## src/rtl/tpac_pkg.sv

```systemverilog
package tpac_pkg;
  localparam int unsigned FEAT_BIT     = 13;
  localparam int unsigned HWR_TP_IDX   = 29;
  localparam int unsigned HWR_LOW_CNT  = 4;
  localparam logic [4:0]  REG_TP_NUM   = 5'd4;
  localparam logic [2:0]  SEL_TP       = 3'd2;
  localparam logic [2:0]  SEL_CTX      = 3'd0;
  localparam logic [4:0]  REG_HWE_NUM  = 5'd7;
  localparam logic [2:0]  SEL_HWE      = 3'd0;
  localparam logic [4:0]  REG_CFG_NUM  = 5'd16;
  localparam logic [2:0]  SEL_CFG      = 3'd3;
  localparam logic [31:0] HWE_BASE_MASK = 32'h0000_000F;
  localparam logic [31:0] HWE_TP_MASK   = 32'h2000_0000;

  typedef enum logic [1:0] {
    TGT_NONE = 2'd0,
    TGT_TP   = 2'd1,
    TGT_HWE  = 2'd2,
    TGT_CFG  = 2'd3
  } mv_tgt_e;

  typedef struct packed {
    mv_tgt_e tgt;
    logic    bad;
  } mv_dec_t;
endpackage

```

## src/rtl/tpac_mv_decode.sv

```systemverilog
module tpac_mv_decode
  import tpac_pkg::*;
(
  input  logic [4:0] regnum,
  input  logic [2:0] sel,
  output mv_dec_t    dec
);
  always_comb begin
    dec.tgt = TGT_NONE;
    dec.bad = 1'b0;
    if (regnum == REG_TP_NUM) begin
      if (sel == SEL_TP) begin
        dec.tgt = TGT_TP;
      end else if (sel != SEL_CTX) begin
        dec.bad = 1'b1;
      end
    end else if (regnum == REG_HWE_NUM && sel == SEL_HWE) begin
      dec.tgt = TGT_HWE;
    end else if (regnum == REG_CFG_NUM && sel == SEL_CFG) begin
      dec.tgt = TGT_CFG;
    end
  end
endmodule

```

## src/rtl/tpac_state.sv

```systemverilog
module tpac_state
  import tpac_pkg::*;
#(
  parameter int unsigned XLEN = 64
) (
  input  logic            clk,
  input  logic            rst_n,
  input  logic            feat,
  input  logic            tp_we,
  input  logic [XLEN-1:0] tp_wd,
  input  logic            hwe_we,
  input  logic [31:0]     hwe_wd,
  output logic [XLEN-1:0] tp_q,
  output logic [31:0]     hwe_q
);
  logic [XLEN-1:0] tp_d;
  logic [31:0]     hwe_d;
  logic [31:0]     hwe_mask;

  always_comb begin
    hwe_mask = HWE_BASE_MASK | (feat ? HWE_TP_MASK : 32'h0);
    tp_d     = tp_q;
    hwe_d    = hwe_q;
    if (tp_we)  tp_d  = tp_wd;
    if (hwe_we) hwe_d = hwe_wd & hwe_mask;
  end

  always_ff @(posedge clk or negedge rst_n) begin
    if (!rst_n) begin
      tp_q  <= '0;
      hwe_q <= '0;
    end else begin
      if (tp_we)  tp_q  <= tp_d;
      if (hwe_we) hwe_q <= hwe_d;
    end
  end
endmodule

```

## src/rtl/tpac_hwr_check.sv

```systemverilog
module tpac_hwr_check
  import tpac_pkg::*;
#(
  parameter int unsigned XLEN = 64
) (
  input  logic            req,
  input  logic            priv,
  input  logic [4:0]      idx,
  input  logic [31:0]     hwe,
  input  logic [XLEN-1:0] tp,
  output logic [XLEN-1:0] rdata,
  output logic            wb_valid,
  output logic            ri_exc
);
  logic known;
  logic allowed;
  logic is_tp;

  always_comb begin
    is_tp   = (idx == 5'(HWR_TP_IDX));
    known   = is_tp || (idx < 5'(HWR_LOW_CNT));
    allowed = known && (priv || hwe[idx]);
    ri_exc   = req && !allowed;
    wb_valid = req && allowed;
    rdata    = (wb_valid && is_tp) ? tp : '0;
  end
endmodule

```

## src/rtl/tp_access_ctl.sv

```systemverilog
module tp_access_ctl
  import tpac_pkg::*;
#(
  parameter int unsigned XLEN       = 64,
  parameter logic [31:0] CFG3_VALUE = 32'h8000_2000
) (
  input  logic            clk,
  input  logic            rst_n,
  input  logic            priv_mode,
  input  logic            mv_req,
  input  logic            mv_write,
  input  logic            mv_dword,
  input  logic [4:0]      mv_regnum,
  input  logic [2:0]      mv_sel,
  input  logic [XLEN-1:0] mv_wdata,
  output logic [XLEN-1:0] mv_rdata,
  output logic            mv_invalid,
  input  logic            hw_req,
  input  logic [4:0]      hw_idx,
  output logic [XLEN-1:0] hw_rdata,
  output logic            hw_wb_valid,
  output logic            hw_ri_exc
);
  localparam int unsigned EXT_W = XLEN - 32;

  logic            feat_w;
  mv_dec_t         dec;
  logic            tp_we;
  logic            hwe_we;
  logic [XLEN-1:0] tp_q;
  logic [31:0]     hwe_q;
  logic [31:0]     word_src;
  logic            word_reg;

  assign feat_w = CFG3_VALUE[FEAT_BIT];

  tpac_mv_decode dec_i (
    .regnum (mv_regnum),
    .sel    (mv_sel),
    .dec    (dec)
  );

  always_comb begin
    tp_we  = mv_req && mv_write && !dec.bad && (dec.tgt == TGT_TP) && feat_w;
    hwe_we = mv_req && mv_write && !dec.bad && (dec.tgt == TGT_HWE);
  end

  tpac_state #(.XLEN(XLEN)) state_i (
    .clk    (clk),
    .rst_n  (rst_n),
    .feat   (feat_w),
    .tp_we  (tp_we),
    .tp_wd  (mv_wdata),
    .hwe_we (hwe_we),
    .hwe_wd (mv_wdata[31:0]),
    .tp_q   (tp_q),
    .hwe_q  (hwe_q)
  );

  always_comb begin
    mv_invalid = mv_req && dec.bad;
    word_src   = 32'h0;
    word_reg   = 1'b1;
    unique case (dec.tgt)
      TGT_TP: begin
        word_src = feat_w ? tp_q[31:0] : 32'h0;
        word_reg = !mv_dword;
      end
      TGT_HWE: word_src = hwe_q;
      TGT_CFG: word_src = CFG3_VALUE;
      default: word_src = 32'h0;
    endcase
    if (!mv_req || mv_write || dec.bad) begin
      mv_rdata = '0;
    end else if (word_reg) begin
      mv_rdata = {{EXT_W{word_src[31]}}, word_src};
    end else begin
      mv_rdata = feat_w ? tp_q : '0;
    end
  end

  tpac_hwr_check #(.XLEN(XLEN)) hwr_i (
    .req      (hw_req),
    .priv     (priv_mode),
    .idx      (hw_idx),
    .hwe      (hwe_q),
    .tp       (tp_q),
    .rdata    (hw_rdata),
    .wb_valid (hw_wb_valid),
    .ri_exc   (hw_ri_exc)
  );
endmodule

```

## config.mk

```make
export PLATFORM = sky130hd
export DESIGN_NAME = tp_access_ctl
export DESIGN_NICKNAME = d
export VERILOG_FILES = /design/src/rtl/tpac_pkg.sv /design/src/rtl/tpac_mv_decode.sv /design/src/rtl/tpac_state.sv /design/src/rtl/tpac_hwr_check.sv /design/src/rtl/tp_access_ctl.sv
export SDC_FILE = /design/constraint.sdc
export NUM_CORES = 1
export LEC_CHECK = 0
export ABC_AREA = 1
export BUFFER_PORTS_ARGS = -buffer_cell sky130_fd_sc_hd__buf_2
export CAP_MARGIN = 20
export CELL_PAD_IN_SITES_DETAIL_PLACEMENT = 0
export CELL_PAD_IN_SITES_GLOBAL_PLACEMENT = 1
export CORE_MARGIN = 2
export CORE_UTILIZATION = 31
export CTS_CLUSTER_DIAMETER = 150
export DETAILED_ROUTE_END_ITERATION = 7
export PLACE_DENSITY_LB_ADDON = 0.1
export SYNTH_ARGS = -nofsm -noshare
export SYNTH_HDL_FRONTEND = slang
export SYNTH_SLANG_ARGS = --single-unit
```

## constraint.sdc

```tcl
create_clock -name clk -period 1.4 [get_ports clk]
set_input_delay 0.21 -clock clk [delete_from_list [all_inputs] [get_ports clk]]
set_output_delay 0.21 -clock clk [all_outputs]
set_load 0.01 [all_outputs]
```

==> metrics.md <==
| Metric | Value |
|---|---|
| Outcome | `finished, violations left` |
| Violated checks | `negative setup slack` |
| WP data required | `approximately 1.2 ns` |
| Mapped Cells | `594` |
| Final Max Tran Viols | `0` |
| Via count | `around 4.6k` |
| Vias per inst | `between 4 and 5` |
| Routed wire length per instance | `14.9 um` |
| Final-report hold violation count | `0` |
| Initial DRT Pass Iterations | `5` |
| Row count | `between 40 and 50` |
| Dominant cell type by area after synthesis | `dfrtp_1` |
| Syn_area_per_cell | `7.18 um2` |
| CP Launch Type | `flop` |
| Fin cells | `just over 1k` |
| Cells after DPL | `slightly below 1k` |
| Measured slew at the worst slew-check pin | `0.406 ns` |
| Reg area | `roughly 1700 um2` |
| Slew margin rel. | `between 70 and 80%` |
| Core Area | `between 10000 and 15000 um2` |
| RSZ-0062 raised after global routing | `yes` |
| Main synth FF type | `dfrtp_1` |
| Finished Core Util | `roughly 56%` |
| R2R depth | `5` |
| Top cells by instance count after synthesis | `inv_1 (141), nor2_1 (137), nand2_1 (94)` |
| Slowest CP cell | `dfrtp_1` |
| Clock Tree Root | `clkbuf_16` |
| CP Cell Sequence | `inv_1, nand2_1, nand3_2, nand3_2, nand2_2, nand2_2, nand3_4, clkbuf_16, nor2_1, buf_2` |
| Post-layout min period | `around 1.9 ns` |
| Initial DRC Count | `roughly 190` |
| Final period util | `137%` |
| First-pass GRT wire length | `20000 um` |
| Highest clock rate | `just over 0.5 GHz` |
| Area delta synth->final | `75.7%` |
| Initial antenna violation count | `0` |
| Die width | `around 120 um` |
| Crit end category | `primary output` |
| Synth top area cells | `dfrtp_1 (40%), o21ai_2 (13%), inv_1 (12%)` |
| MaxCap Viol Count | `0` |
| N_diodes | `0` |
| Pin count of the biggest net entering global routing | `70` |
| Register area share after synthesis | `40.5%` |
| Final TNS setup | `-48.78 ns` |
| Initial core utilization | `31.9%` |
| Multi-input gate area | `2470 um2` |
| Fin worst setup slack | `-0.524 ns` |
| Top Ports | `between 200 and 250` |
| H-tree depth | `3` |
| Power density over the cells | `roughly 620 nW/um2` |
| Dpl hpwl | `between 9000 and 10000 um` |
| Worst hold slack | `0.108 ns` |
| WL final | `roughly 15000 um` |
| Number of flops mapped to enable cells by yosys | `0` |
| Crit path kind | `reg -> out` |
| Distinct cells, synth | `22` |
| Layout Skew | `0 ns` |
| Clk_lat worst skew | `0.33 ns` |
| Final net count | `~940` |
| Fillers | `about 1.3k` |
| GPL Wtd Cong | `about 0.77` |
| Clk slew on worst S/H paths | `~0.06 ns` |
| Net Count, Synth | `approximately 680` |
| Worst Path Max Fanout | `19` |
| CTS tree | `yes` |
| DIE HEIGHT | `121 um` |
| Gr usage total | `17.5%` |
| ANT nets after route | `0` |
| Post-synth top area share | `about two fifths` |
| Synth warn | `0` |
| DRC viols | `0` |
| Peak VDD IR | `0.424 mV` |
| Leak pwr | `~4.0 nW` |
| Number of global-route vias before repair | `between 4k and 5k` |
| Setup violations, final | `roughly 150` |
| PortBufs | `~210` |
| Mapped Area | `4260 um2` |
| Most common cell in the netlist | `inv_1` |
| Post-synthesis async set-or-reset flop share | `100%` |
| Die footprint | `between 10000 and 15000 um2` |
| Critical path arrival | `between 1.5 and 2 ns` |
| CTS buffer count | `9` |
| Hold Crit Class | `in -> reg` |
| #FFs+latches synth | `69` |
| Congestion Overflow GR | `0` |
| Worst hold path depth | `3` |
| Share of layout cells above drive strength 1 | `between 50% and 60%` |
| Max Buffers Root-to-Sink | `2` |
| Total Power | `0.00466 W` |
| CTS Sinks | `69` |
| Max stage delay on crit path | `between 0.3 and 0.4 ns` |
==> through the flow <==
stage | setup WS [ns] | cell area, um2
floorplan | 0.00346 | 4260
global placement | -0.282 | 5650
detailed placement | -0.334 | 5650
CTS | -0.503 | 6380
global route | -0.605 | 7490
finish | -0.524 | 7490
==> logic make-up (layout without fill, tap and decap cells) <==
logic type	count (synthesis)	after routing	share of synthesized area (%)
simple gates	273	273	26.1
compound gates	79	79	15.1
buf+inv	173	434	18.3
flops	69	69	40.5
==> layer usage <==
| layer | global-route usage [%] | up-vias | wire length (um) |
|---|---|---|---|
| met5 | 0 | - | 0 |
| met4 | 6.47 | 0 | 235 |
| met3 | 3.62 | 19 | 930 |
| met2 | 27.8 | 158 | 7380 |
| met1 | 23.6 | 2164 | 6820 |
| li1 | - | 2270 | - |
==> power by group <==
group          leakage (nW)  switching, W  internal [W]
Combinational          2.90      0.000299      0.000255
Clock                 0.119      0.000837       0.00118
Sequential            0.958     0.0000441       0.00205
Total                  3.98       0.00118       0.00348
==> registers in the layout (all words and copies together) (netlist names) <==
register / cells
state_i.hwe_q: 5
state_i.tp_q: 64
==> cells in the final DEF (no fill, tap or decap), types with 21 or more instances in the layout <==
master,synthesis,layout
buf_6,14,47
buf_4,0,21
nor2_1,137,80
inv_1,141,139
nor2_4,1,37
buf_2,15,176
nand2_1,94,67
nor2_2,1,22
o21ai_2,65,64
dfrtp_1,69,69
==> final cells by class <==
cell class                      instances  area share (%)
Multi-Input combinational cell        352            32.9
Timing Repair Buffer                  278            30.5
Sequential cell                        69            23.0
Inverter                              142            7.25
Clock buffer                           12            3.16
Tap cell                              176            2.94
Clock inverter                          2           0.167
==> worst paths after layout <==
kind,from,end,slack (ns)
worst max-delay path,state_i.hwe_q[3]$_DFFE_PN0P_,hw_rdata[12],-0.52
worst min register to register,state_i.tp_q[10]$_DFFE_PN0P_,state_i.tp_q[10]$_DFFE_PN0P_,0.48
min in group asynchronous,rst_n,state_i.tp_q[19]$_DFFE_PN0P_,0.39
max in group asynchronous,rst_n,state_i.tp_q[45]$_DFFE_PN0P_,0.65
worst min-delay path,mv_wdata[9],state_i.tp_q[9]$_DFFE_PN0P_,0.11
worst max register to register,state_i.tp_q[31]$_DFFE_PN0P_,state_i.tp_q[31]$_DFFE_PN0P_,0.41
==> repair_timing <==
item                                   CTS  global route
buffers inserted                        12            10
hold buffers                             1             0
gates resized for setup                 68           193
setup endpoints to repair              131           137
gates cloned                             4            14
endpoints found under the hold margin   69             0
pin swaps                                8            24
==> worst max-delay path: cells and delay by family (launching register included) <==
kind	cells	cell delay, ns
AND/OR/NAND/NOR	7	0.62
buffers and inverters	3	0.41
flip-flops	1	0.34
(Power assumes the default switching activity.)
